--- src/rtl/lane_bu_pkg.sv ---
package lane_bu_pkg;

    typedef enum logic [3:0] {
        ST_IDLE,
        ST_AUX_GAP,
        ST_SLEEP_GAP,
        ST_CAL_WAIT,
        ST_DATA_GAP,
        ST_PHYLO_GAP,
        ST_CDR_GAP,
        ST_SETTLE,
        ST_LINK_POLL,
        ST_FAIL
    } seq_state_e;

    typedef struct packed {
        logic aux_pd;
        logic rx_sleep;
        logic cal_en;
        logic data_en;
        logic cdr_rst;
        logic phy_rdy;
    } lane_ctl_t;

    localparam lane_ctl_t CTL_OFF = '{aux_pd: 1'b1, rx_sleep: 1'b1, default: 1'b0};

    // Minimum time in ns -> clock cycles, rounded up, never below one.
    function automatic longint unsigned ns_to_cycles(longint unsigned ns, longint unsigned ps);
        longint unsigned c;
        c = (ns * 64'd1000 + ps - 64'd1) / ps;
        return (c == 64'd0) ? 64'd1 : c;
    endfunction

    function automatic longint unsigned max2(longint unsigned a, longint unsigned b);
        return (a > b) ? a : b;
    endfunction

endpackage

--- src/rtl/lane_bu_timer.sv ---
module lane_bu_timer #(
    parameter int unsigned W = 8
) (
    input  logic         clk,
    input  logic         rst,
    input  logic         load,
    input  logic [W-1:0] load_val,
    output logic         expired
);
    logic [W-1:0] cnt_q;

    always_ff @(posedge clk) begin
        if (rst) begin
            cnt_q <= '0;
        end else if (load) begin
            cnt_q <= load_val;
        end else if (cnt_q != '0) begin
            cnt_q <= cnt_q - W'(1);
        end
    end

    assign expired = (cnt_q == '0);
endmodule

--- src/rtl/rx_lane_bringup.sv ---
module rx_lane_bringup
    import lane_bu_pkg::*;
#(
    parameter int unsigned CLK_PS     = 5000,
    parameter int unsigned STEP_NS    = 50,
    parameter int unsigned CAL_GAP_NS = 500,
    parameter int unsigned SETTLE_NS  = 30_000_000,
    parameter int unsigned POLL_NS    = 500_000,
    parameter int unsigned LINK_TO_NS = 1_000_000_000,
    parameter int unsigned CAL_TO_NS  = 1_000_000
) (
    input  logic clk,
    input  logic rst,
    input  logic start,
    input  logic cal_done,
    input  logic link_up,
    output logic aux_pd,
    output logic rx_sleep,
    output logic cal_en,
    output logic data_en,
    output logic cdr_rst,
    output logic phy_rdy,
    output logic busy,
    output logic done,
    output logic err
);
    localparam longint unsigned STEP_CYC   = ns_to_cycles(STEP_NS, CLK_PS);
    localparam longint unsigned GAP_CYC    = ns_to_cycles(CAL_GAP_NS, CLK_PS);
    localparam longint unsigned SETTLE_CYC = ns_to_cycles(SETTLE_NS, CLK_PS);
    localparam longint unsigned POLL_CYC   = ns_to_cycles(POLL_NS, CLK_PS);
    localparam longint unsigned LINK_CYC   = ns_to_cycles(LINK_TO_NS, CLK_PS);
    localparam longint unsigned CALTO_CYC  = ns_to_cycles(CAL_TO_NS, CLK_PS);
    localparam longint unsigned MAX_CYC    =
        max2(max2(max2(STEP_CYC, GAP_CYC), max2(SETTLE_CYC, POLL_CYC)),
             max2(LINK_CYC, CALTO_CYC));
    localparam int unsigned TW = $clog2(MAX_CYC + 64'd1);

    // Timers reload with N-1 so the next action lands exactly N edges later.
    localparam logic [TW-1:0] LD_STEP   = TW'(STEP_CYC - 64'd1);
    localparam logic [TW-1:0] LD_GAP    = TW'(GAP_CYC - 64'd1);
    localparam logic [TW-1:0] LD_SETTLE = TW'(SETTLE_CYC - 64'd1);
    localparam logic [TW-1:0] LD_POLL   = TW'(POLL_CYC - 64'd1);
    localparam logic [TW-1:0] LD_LINK   = TW'(LINK_CYC - 64'd1);
    localparam logic [TW-1:0] LD_CALTO  = TW'(CALTO_CYC - 64'd1);

    seq_state_e state_q, state_d;
    lane_ctl_t  ctl_q, ctl_d;
    logic       busy_q, busy_d, done_q, done_d, err_q, err_d;

    logic          step_ld, grd_ld, step_exp, grd_exp;
    logic [TW-1:0] step_val, grd_val;

    lane_bu_timer #(.W(TW)) i_step_timer (
        .clk      (clk),
        .rst      (rst),
        .load     (step_ld),
        .load_val (step_val),
        .expired  (step_exp)
    );

    lane_bu_timer #(.W(TW)) i_guard_timer (
        .clk      (clk),
        .rst      (rst),
        .load     (grd_ld),
        .load_val (grd_val),
        .expired  (grd_exp)
    );

    always_comb begin
        state_d  = state_q;
        ctl_d    = ctl_q;
        busy_d   = busy_q;
        err_d    = err_q;
        done_d   = 1'b0;
        step_ld  = 1'b0;
        step_val = '0;
        grd_ld   = 1'b0;
        grd_val  = '0;
        unique case (state_q)
            ST_IDLE, ST_FAIL: begin
                if (start) begin
                    ctl_d.aux_pd  = 1'b0;
                    ctl_d.cal_en  = 1'b0;
                    ctl_d.data_en = 1'b0;
                    busy_d   = 1'b1;
                    err_d    = 1'b0;
                    step_ld  = 1'b1;
                    step_val = LD_STEP;
                    state_d  = ST_AUX_GAP;
                end
            end
            ST_AUX_GAP: if (step_exp) begin
                ctl_d.rx_sleep = 1'b0;
                step_ld  = 1'b1;
                step_val = LD_GAP;
                state_d  = ST_SLEEP_GAP;
            end
            ST_SLEEP_GAP: if (step_exp) begin
                ctl_d.cal_en = 1'b1;
                grd_ld  = 1'b1;
                grd_val = LD_CALTO;
                state_d = ST_CAL_WAIT;
            end
            ST_CAL_WAIT: begin
                if (cal_done) begin
                    step_ld  = 1'b1;
                    step_val = LD_STEP;
                    state_d  = ST_DATA_GAP;
                end else if (grd_exp) begin
                    busy_d  = 1'b0;
                    err_d   = 1'b1;
                    state_d = ST_FAIL;
                end
            end
            ST_DATA_GAP: if (step_exp) begin
                ctl_d.data_en = 1'b1;
                ctl_d.phy_rdy = 1'b0;
                step_ld  = 1'b1;
                step_val = LD_STEP;
                state_d  = ST_PHYLO_GAP;
            end
            ST_PHYLO_GAP: if (step_exp) begin
                ctl_d.cdr_rst = 1'b1;
                step_ld  = 1'b1;
                step_val = LD_STEP;
                state_d  = ST_CDR_GAP;
            end
            ST_CDR_GAP: if (step_exp) begin
                ctl_d.phy_rdy = 1'b1;
                step_ld  = 1'b1;
                step_val = LD_SETTLE;
                state_d  = ST_SETTLE;
            end
            ST_SETTLE: if (step_exp) begin
                ctl_d.cdr_rst = 1'b0;
                step_ld  = 1'b1;
                step_val = LD_POLL;
                grd_ld   = 1'b1;
                grd_val  = LD_LINK;
                state_d  = ST_LINK_POLL;
            end
            ST_LINK_POLL: if (step_exp) begin
                if (link_up) begin
                    busy_d  = 1'b0;
                    done_d  = 1'b1;
                    state_d = ST_IDLE;
                end else if (grd_exp) begin
                    busy_d  = 1'b0;
                    err_d   = 1'b1;
                    state_d = ST_FAIL;
                end else begin
                    step_ld  = 1'b1;
                    step_val = LD_POLL;
                end
            end
            default: state_d = ST_IDLE;
        endcase
    end

    always_ff @(posedge clk) begin
        if (rst) begin
            state_q <= ST_IDLE;
            ctl_q   <= CTL_OFF;
            busy_q  <= 1'b0;
            done_q  <= 1'b0;
            err_q   <= 1'b0;
        end else begin
            state_q <= state_d;
            ctl_q   <= ctl_d;
            busy_q  <= busy_d;
            done_q  <= done_d;
            err_q   <= err_d;
        end
    end

    assign aux_pd   = ctl_q.aux_pd;
    assign rx_sleep = ctl_q.rx_sleep;
    assign cal_en   = ctl_q.cal_en;
    assign data_en  = ctl_q.data_en;
    assign cdr_rst  = ctl_q.cdr_rst;
    assign phy_rdy  = ctl_q.phy_rdy;
    assign busy     = busy_q;
    assign done     = done_q;
    assign err      = err_q;
endmodule

--- config.mk ---
export PLATFORM = sky130hd
export DESIGN_NAME = rx_lane_bringup
export DESIGN_NICKNAME = d
export VERILOG_FILES = /design/src/rtl/lane_bu_pkg.sv /design/src/rtl/lane_bu_timer.sv /design/src/rtl/rx_lane_bringup.sv
export SDC_FILE = /design/constraint.sdc
export NUM_CORES = 1
export LEC_CHECK = 0
export BUFFER_PORTS_ARGS = -buffer_cell sky130_fd_sc_hd__clkbuf_2
export CAP_MARGIN = 5
export CORE_UTILIZATION = 45
export CTS_CLUSTER_SIZE = 16
export DETAILED_ROUTE_END_ITERATION = 16
export GPL_TIMING_DRIVEN = 0
export PLACE_DENSITY = 0.66
export SYNTH_ARGS = -nofsm -noshare
export SYNTH_HDL_FRONTEND = slang
export SYNTH_SLANG_ARGS = --single-unit
export TNS_END_PERCENT = 10
--- constraint.sdc ---
create_clock -name clk -period 2.72 [get_ports clk]
set_input_delay 0.544 -clock clk [delete_from_list [all_inputs] [get_ports clk]]
set_output_delay 0.544 -clock clk [all_outputs]
set_load 0.005 [all_outputs]
==> impl_metrics.yaml, run 1 <==
yosys:
  synth_area_leaders: "dfxtp_1 (36%), a21oi_1 (5.7%), nand2_1 (4.9%), xor2_1 (4.8%), xnor2_1 (4.6%)"
  yosysWarnings: 0
  async_flop_share: 0
  yosys.area_share.simple: 0.331
  synth_top_family_by_area: "simple AND/OR/NAND/NOR gates"
  syn_area_um2: 3800
  synth_edf_count: 0
  syn_area_per_cell_um2: 8.09
  syn-num-nets: 476
  ys_seq_area_frac: 0.364
  ys_ff_latch: 69
  synthXorXnorAreaFrac: 0.0946
  yosysUniqueCellTypes: 62
  synth_top_area_cell: "dfxtp_1"
  syn_inst: 469
  synth_top_area_share: 0.364
  synth_compound_area_frac: 0.162
  synth_mux_area_frac: 0.00560
  synth_ff_type: "dfxtp_1"
  synth_adder_area_share: 0.00659
sta:
  worst_pin_slew_ns: 0.737
  setup_violations: 0
  setup_tns_ns: 0
  rsz0062_at_grt: "true"
  holdWs_ns: 0.444
  fin_skew_ns: 0.00901
  final_max_slew_viol_count: 0
  slew_headroom: 0.503
  period_share: 0.959
  setup_ws_ns: 0.112
  finalCriticalPeriod_ns: 2.61
  fmax_ghz: 0.383
  finalHoldViolCount: 0
min_path:
  holdCritStartpoint: "aux_pd"
  min_path_type: "reg -> reg"
  whs_endpoint: "aux_pd"
  hold_path_depth: 2
setup_path:
  worstSetupPathType: "reg -> reg"
  rr_startpoint: "i_step_timer.cnt_q[0]"
  critPathRequiredTime_ns: 2.97
  cp-start-kind: "register"
  crit_path_end_kind: "register"
  rrSetupSlack_ns: 0.11
  reg2reg_depth: 8
  crit_fanout: 10
  worstPathCellList: "inv_1, ha_1, nor3b_1, and4_1, nand2_1, nor3_2, o21ai_0, a2111oi_1"
  cp.arrival_ns: 2.86
  cp_slowest_stage_delay_ns: 0.41
  reg2reg_to: "i_step_timer.cnt_q[17]"
  cp_slowest_cell: "nor3_2"
cts:
  cts_hold_buf: 0
  cts.sinks: 69
  cts_max_path_buffers: 2
  cts_buffers: 9
  htreeDepth: 3
  insertion_delay_ns: 0.36
  cts_tree: "done"
  root_buffer: "clkbuf_8"
  clk_pin_slew_ns: 0.07
finish:
  register_area_um2: 1380
  antennaDiodeCount: 0
  reg_top3: "i_guard_timer.cnt_q (28), i_step_timer.cnt_q (28), state_q (4)"
  drive_gt1_frac: 0.143
  multi_input_area_um2: 2310
  nFillCells: 784
  nets: 504
  area_growth_pct: 13.0
floorplanning:
  die_y_um: 93.8
  num_rows: 33
  initial_core_util: 0.464
  fp.dieW_um: 93.8
  core_area_um2: 8180
  dieArea_um2: 8810
  ioPinCount: 14
routing:
  vias_per_cell: 5.84
  drtPass1Iterations: 5
  drcViolationCount: 0
  detail-route-antenna-nets: 0
  drt_iter0_markers: 189
  wl_per_cell_um: 16.1
  wl_um: 9760
  vias: 3542
place:
  dp_slack_ns: -0.104
  place.gp.congestion: 0.943
  detailed_place_hpwl_um: 6830
  portBuffers: 12
global_route:
  grt_usage: 0.238
  antenna_found_initial: 0
  grt_max_degree: 12
  first_global_vias: 3230
  grt_pass1_wl_um: 16100
  grt_overflow: 0
pwr:
  p_leak_nw: 1.64
  p_per_area_nw_per_um2: 1500
  ir_worst_vdd_uv: 670
flow_run:
  maxCapViolCount: 0
status:
  status: "completed"
-- worst max path at each step --
| stage | start | end | slack, ns |
|---|---|---|---|
| after global placement | i_guard_timer.cnt_q[0] | i_guard_timer.cnt_q[27] | -0.05 |
| final | i_step_timer.cnt_q[0] | i_step_timer.cnt_q[17] | 0.11 |
| after floorplan | i_guard_timer.cnt_q[0] | i_step_timer.cnt_q[5] | 0.44 |
| after CTS | i_guard_timer.cnt_q[0] | i_step_timer.cnt_q[8] | -0.08 |
| after global routing | i_step_timer.cnt_q[0] | i_step_timer.cnt_q[17] | -0.12 |
| after detailed placement | i_step_timer.cnt_q[0] | i_step_timer.cnt_q[10] | -0.10 |
-- routing by layer --
| metal | routed length [um] | GRT usage |
|---|---|---|
| met1 | 4650 | 0.319 |
| met2 | 4400 | 0.366 |
| met3 | 438 | 0.0364 |
| met4 | 280 | 0.126 |
| met5 | 0 | 0 |
-- metrics by stage --
stage                     instance area (um^2)  power, mW  utilization  cells
after floorplan                           3800       4.53            -    469
after global placement                    3990       5.26        0.488    586
after detailed placement                  3990       5.30        0.488    586
after CTS                                 4230       6.31        0.517    602
after global routing                      4290       6.95        0.524    607
final                                     4290       6.45        0.524    607
-- cells in the final DEF, fill, tap and decap left out, types with 4 or more instances in the layout --
| cell | count |
|---|---|
| dfxtp_1 | 69 |
| nand2_1 | 49 |
| nor2_1 | 44 |
| a21oi_1 | 43 |
| nor3_1 | 25 |
| xor2_1 | 21 |
| xnor2_1 | 20 |
| nor4_1 | 19 |
| o21ai_0 | 16 |
| clkbuf_1 | 13 |
| or3_1 | 12 |
| nand3_1 | 12 |
| clkbuf_2 | 12 |
| clkbuf_8 | 11 |
| inv_1 | 10 |
| nor3_2 | 8 |
| nand2b_1 | 7 |
| buf_4 | 7 |
| buf_2 | 6 |
| or4_1 | 6 |
| o21ai_1 | 5 |
| nand4_1 | 4 |
| or2_2 | 4 |
| a31oi_1 | 4 |
-- critical path, delay by kind of cell, from the launching register on --
family	cells	cell delay, ns
DFF	1	0.31
buffers and inverters	1	0.09
adders and majority gates	1	0.25
AOI/OAI and AO/OA	2	0.52
and+or+nand+nor	4	1.33
-- area by class of cell --
class | instances | share of cell area
Timing Repair Buffer | 17 | 0.0228
Clock inverter | 4 | 0.0163
Inverter | 11 | 0.00963
Sequential cell | 69 | 0.322
Multi-Input combinational cell | 367 | 0.540
Clock buffer | 12 | 0.0362
Buffer | 22 | 0.0228
Tap cell | 105 | 0.0306
-- cell families (layout without fill, tap and decap cells) --
logic type      after synthesis  in the layout
compound gates               98             98
fa+ha+maj                     2              2
mux                           2              2
simple gates                224            224
xor+xnor                     41             41
buf+inv                      33             66
flops                        69             69
-- what timing repair did --
action,CTS,global route
setup endpoints to repair,27,60
buffers inserted,0,5
resized for setup,4,5
pin swaps,1,1
-- synthesized netlist by cell type, drive strengths merged (2+ instances only) --
cell type and n:
nand3 12, nor3 33, dfxtp 69, xor2 21, or3 13, and3 2, a21oi 44, nor4 25
and4b 2, nor3b 3, nand2 51, o221ai 2, a31oi 4, ha 2, a211oi 2, nor2b 2
xnor2 20, buf 9, nand2b 7, o21a 3, nand4 4, and2 3, o21ai 21, inv 10
nand4b 3, nor2 45, clkbuf 13, or2 6, a2111oi 2, or4b 2, o41ai 4, or4 8
o31a 3, o31ai 4
-- power by group --
group / switching, mW / total, mW / leakage (nW) / internal (mW)
combinational: 2.19 / 3.70 / 0.964 / 1.51
clock: 0.399 / 0.963 / 0.116 / 0.564
sequential: 0.391 / 1.78 / 0.563 / 1.39
No activity file was read; power rests on OpenSTA's default activity.
==> run 2, diff against run 1 <==
--- a/config.mk
+++ b/config.mk
@@ -11,7 +11,6 @@
 export CTS_CLUSTER_SIZE = 16
 export DETAILED_ROUTE_END_ITERATION = 16
 export GPL_TIMING_DRIVEN = 0
-export PLACE_DENSITY = 0.66
 export SYNTH_ARGS = -nofsm -noshare
 export SYNTH_HDL_FRONTEND = slang
 export SYNTH_SLANG_ARGS = --single-unit
==> run 2 against run 1 <==
  * Utilization fell by 0.21 points
  * Design area shrank 0.41%
  * Clock skew increased by 0.0016 ns
  * Worst setup slack improved by 0.055 ns
  * Critical path type unchanged
  * Critical endpoint is now i_guard_timer.cnt_q[27]
  * Largest cell class unchanged
  * Highest routed layer unchanged
==> impl_metrics.yaml, run 2 (synthesis results as in run 1) <==
global_route:
  grt_overflow: 0
  grt_max_degree: 11
  first_global_vias: 3232
  antenna_found_initial: 0
  grt_pass1_wl_um: 16600
  grt_usage: 0.245
finish:
  reg_top3: "i_guard_timer.cnt_q (28), i_step_timer.cnt_q (28), state_q (4)"
  fin_cells: 609
  final_common_cell: "dfxtp_1"
  area_growth_pct: 12.5
  mostFrequentLayoutCells: "dfxtp_1 (69), nand2_1 (48), nor2_1 (44)"
  drive_gt1_frac: 0.149
  nets: 507
  postLayoutCoreUtil: 0.522
  antennaDiodeCount: 0
sta:
  slew_headroom: 0.467
  period_share: 0.939
  setup_violations: 0
  worst_pin_slew_ns: 0.800
  finalCriticalPeriod_ns: 2.55
  final_max_slew_viol_count: 0
  setup_ws_ns: 0.167
  fmax_ghz: 0.392
  finalHoldViolCount: 0
  fin_skew_ns: 0.0106
  setup_tns_ns: 0
  rsz0062_at_grt: "true"
cts:
  htreeDepth: 3
  cts_buffers: 9
  cts_tree: "done"
  cts.sinks: 69
  insertion_delay_ns: 0.35
  root_buffer: "clkbuf_8"
  clk_pin_slew_ns: 0.08
  cts_hold_buf: 0
  cts_max_path_buffers: 2
setup_path:
  cp-start-kind: "register"
  worstSetupPathType: "reg -> reg"
  cp.arrival_ns: 2.78
  crit_fanout: 10
  critPathRequiredTime_ns: 2.95
  crit_path_end_kind: "register"
floorplanning:
  ioPinCount: 14
  fp.dieW_um: 93.8
  die_y_um: 93.8
  initial_core_util: 0.464
  core_area_um2: 8180
  num_rows: 33
  dieArea_um2: 8810
place:
  detailed_place_hpwl_um: 7180
  place.gp.congestion: 0.938
  dp_slack_ns: -0.143
  portBuffers: 12
  placedCellCount: 586
status:
  status: "completed"
routing:
  drtPass1Iterations: 5
  wl_per_cell_um: 16.6
  drt_iter0_markers: 167
  wl_um: 10100
  vias: 3573
  vias_per_cell: 5.87
  detail-route-antenna-nets: 0
  drcViolationCount: 0
min_path:
  min_path_type: "reg -> reg"
pwr:
  p_total_mw: 6.31
  ir_worst_vdd_uv: 541
  p_leak_nw: 1.64
  p_per_area_nw_per_um2: 1480
flow_run:
  maxCapViolCount: 0
-- run 2: area by class of cell --
type,count,area (um^2)
sequential,69,1380
buffer,22,103
inverter,11,41.3
clock inverter,1,5.00
multi-input combinational,367,2320
fill,831,3910
tap,105,131
clock buffer,14,173
timing repair buffer,20,120
-- run 2: where the power goes --
group / internal (mW) / leakage, nW / switching [mW]
Sequential: 1.39 / 0.563 / 0.387
Clock: 0.401 / 0.0926 / 0.389
Combinational: 1.55 / 0.982 / 2.20
Total: 3.34 / 1.64 / 2.97
-- run 2: path summary, 6_finish.rpt --
| check | start | cells after the start | end | slack, ns |
|---|---|---|---|---|
| worst max-delay path | i_guard_timer.cnt_q[0] | 10 | i_guard_timer.cnt_q[27] | 0.17 |
| worst min-delay path | aux_pd | 2 | aux_pd | 0.45 |
| worst max register to register | i_guard_timer.cnt_q[0] | 10 | i_guard_timer.cnt_q[27] | 0.17 |
| worst min register to register | aux_pd | 2 | aux_pd | 0.45 |
-- run 2: routing by layer --
layer | GRT usage | vias to the layer above | wire, um | part of all wire
li1 | - | 1761 | - | -
met1 | 0.351 | 1714 | 5140 | 0.51
met2 | 0.359 | 91 | 4390 | 0.43
met3 | 0.0518 | 7 | 484 | 0.048
met4 | 0.0833 | 0 | 107 | 0.011
met5 | 0 | - | 0 | 0
-- run 2: metrics by stage --
stage	hold WS, ns	area (um^2)
3_3_place_gp	0.434	3990
6_report	0.451	4270
5_1_grt	0.474	4270
3_5_place_dp	0.436	3990
2_1_floorplan	0.439	3800
4_1_cts	0.451	4200
-- run 2: what timing repair did --
action	4_1_cts	5_1_grt
resized for setup	4	8
setup buffers	3	5
setup endpoints to repair	26	59
pin swaps	1	1
gates cloned	0	0
-- run 2: critical path, stage by stage (launching register included) --
cell and delay (ns):
dfxtp_1 0.31, inv_1 0.09, ha_1 0.23, or4b_4 0.52, nor4_4 0.28, buf_4 0.18
and2_1 0.21, buf_6 0.19, nand2_2 0.14, nand3_1 0.17, o21ai_0 0.11
==> run 3, diff against run 2 <==
--- a/config.mk
+++ b/config.mk
@@ -11,6 +11,7 @@
 export CTS_CLUSTER_SIZE = 16
 export DETAILED_ROUTE_END_ITERATION = 16
 export GPL_TIMING_DRIVEN = 0
+export REMOVE_ABC_BUFFERS = 1
 export SYNTH_ARGS = -nofsm -noshare
 export SYNTH_HDL_FRONTEND = slang
 export SYNTH_SLANG_ARGS = --single-unit
==> run 3 against run 2 <==
  * Register-to-register slack got worse by 0.096 ns
  * Hold slack got worse by 0.0020 ns
  * Total power increased by 2.5%
  * Combinational power decreased by 1%
  * Utilization increased by 0.12 points
  * Cell count decreased by 2.8%
  * Design area increased by 0.23%
==> impl_metrics.yaml, run 3 (synthesis results as in run 1) <==
global_route:
  first_global_vias: 3069
  grt_pass1_wl_um: 15400
  antenna_found_initial: 0
  grt_overflow: 0
  grt_usage: 0.225
  grt_max_degree: 34
sta:
  setup_violations: 0
  period_share: 0.974
  finalHoldViolCount: 0
  slew_headroom: 0.408
  finalCriticalPeriod_ns: 2.65
  holdWs_ns: 0.449
  fin_skew_ns: 0.0122
  fmax_ghz: 0.378
  worst_pin_slew_ns: 0.888
  final_max_slew_viol_count: 0
  rsz0062_at_grt: "true"
place:
  placedCellCount: 565
  portBuffers: 13
  place_area_um2: 3890
  detailed_place_hpwl_um: 6250
  place.gp.congestion: 0.833
routing:
  detail-route-antenna-nets: 0
  wl_um: 9320
  drcViolationCount: 0
  drt_iter0_markers: 201
  vias: 3461
  wl_per_cell_um: 15.7
  vias_per_cell: 5.85
  drtPass1Iterations: 4
pwr:
  p_total_mw: 6.47
  p_per_area_nw_per_um2: 1510
  p_leak_nw: 1.63
  ir_worst_vdd_uv: 546
finish:
  area_growth_pct: 12.8
  reg_top3: "i_guard_timer.cnt_q (28), i_step_timer.cnt_q (28), state_q (4)"
  postLayoutCoreUtil: 0.524
  mostFrequentLayoutCells: "dfxtp_1 (67), nand2_1 (48), nor2_1 (44)"
  fin_cells: 592
  drive_gt1_frac: 0.156
  nets: 489
  antennaDiodeCount: 0
  finalInstanceArea_um2: 4280
  final_common_cell: "dfxtp_1"
setup_path:
  cp_slowest_stage_delay_ns: 0.45
  cp-start-kind: "register"
  crit_family: "simple AND/OR/NAND/NOR gates"
  critPathRequiredTime_ns: 2.96
  cp_slowest_cell: "nor2_4"
  cp.arrival_ns: 2.88
  crit_path_end_kind: "register"
  rrSetupSlack_ns: 0.07
  reg2reg_to: "i_guard_timer.cnt_q[11]"
  critPathCapture: "i_guard_timer.cnt_q[11]"
  path_buf_inv: 3
  rr_startpoint: "i_step_timer.cnt_q[0]"
  path_depth: 10
  reg2reg_depth: 10
  crit_fanout: 16
  crit_start: "i_step_timer.cnt_q[0]"
  worstPathCellList: "inv_1, ha_1, nor3b_1, nand4_1, buf_4, buf_12, nor2_4, nand2_1, o21ba_1, o31a_1"
  worstSetupPathType: "reg -> reg"
status:
  status: "completed"
min_path:
  min_path_type: "reg -> reg"
  hold_path_depth: 2
cts:
  root_buffer: "clkbuf_8"
  htreeDepth: 3
  cts.sinks: 69
  insertion_delay_ns: 0.35
  cts_tree: "done"
  cts_max_path_buffers: 2
  clk_pin_slew_ns: 0.08
  cts_hold_buf: 0
  cts_buffers: 9
floorplanning:
  ioPinCount: 14
  initial_core_util: 0.464
  dieArea_um2: 8810
  num_rows: 33
  core_area_um2: 8180
  fp.dieW_um: 93.8
  die_y_um: 93.8
flow_run:
  maxCapViolCount: 0
## run 3: cell count changes in the layout (fill, tap and decap cells not counted), moves of 2 or more
cell,previous run,this run
dfxtp_2,0,2
dfxtp_1,69,67
bufinv_16,0,2
clkbuf_1,14,0
buf_2,6,0
clkbuf_8,12,10
## run 3: repair_timing
action                                  in CTS  in global routing
cloned                                       0                  0
buffers inserted                             5                  6
endpoints found under the setup margin      52                 29
pin swaps                                    1                  3
resized for setup                           11                  5
## run 3: worst reg2reg max path, stage by stage, from the launching register on
cell and delay (ns):
dfxtp_1 0.31, inv_1 0.08, ha_1 0.23, nor3b_1 0.34, nand4_1 0.13, buf_4 0.19, buf_12 0.13, nor2_4 0.45
nand2_1 0.21, o21ba_1 0.21, o31a_1 0.28
## run 3: metal layers
metal / part of all wire / global-route usage
met2: 0.45 / 0.352
met5: 0 / 0
met1: 0.50 / 0.317
met4: 0.0090 / 0.0654
met3: 0.039 / 0.0348
## run 3: how the worst min path moves through the flow
stage	start	to	slack [ns]
after detailed placement	aux_pd	aux_pd	0.44
after floorplan	aux_pd	aux_pd	0.44
after global placement	aux_pd	aux_pd	0.43
after global routing	aux_pd	aux_pd	0.47
final	aux_pd	aux_pd	0.45
after CTS	aux_pd	aux_pd	0.45
## run 3: report_power, final
part | switching [mW] | internal (mW) | leakage [nW] | total (mW)
registers | 0.428 | 1.39 | 0.564 | 1.82
logic | 2.15 | 1.55 | 0.956 | 3.70
clock network | 0.410 | 0.540 | 0.112 | 0.950
total | 2.98 | 3.48 | 1.63 | 6.47
## run 3: metrics by stage
stage	setup TNS (ns)	setup WS, ns
after floorplan	0	0.234
after global placement	-18.15	-0.710
after detailed placement	-22.73	-0.746
after CTS	-0.00407	-0.00407
after global routing	-0.0181	-0.0119
final	0	0.0716
## run 3: final cells by class
type                            instances  area (um^2)
Inverter                               11         41.3
Tap cell                              105          131
Multi-Input combinational cell        367         2340
Fill cell                             787         3890
Sequential cell                        69         1380
Clock buffer                           10          138
Timing Repair Buffer                   24          160
Clock inverter                          6         86.3
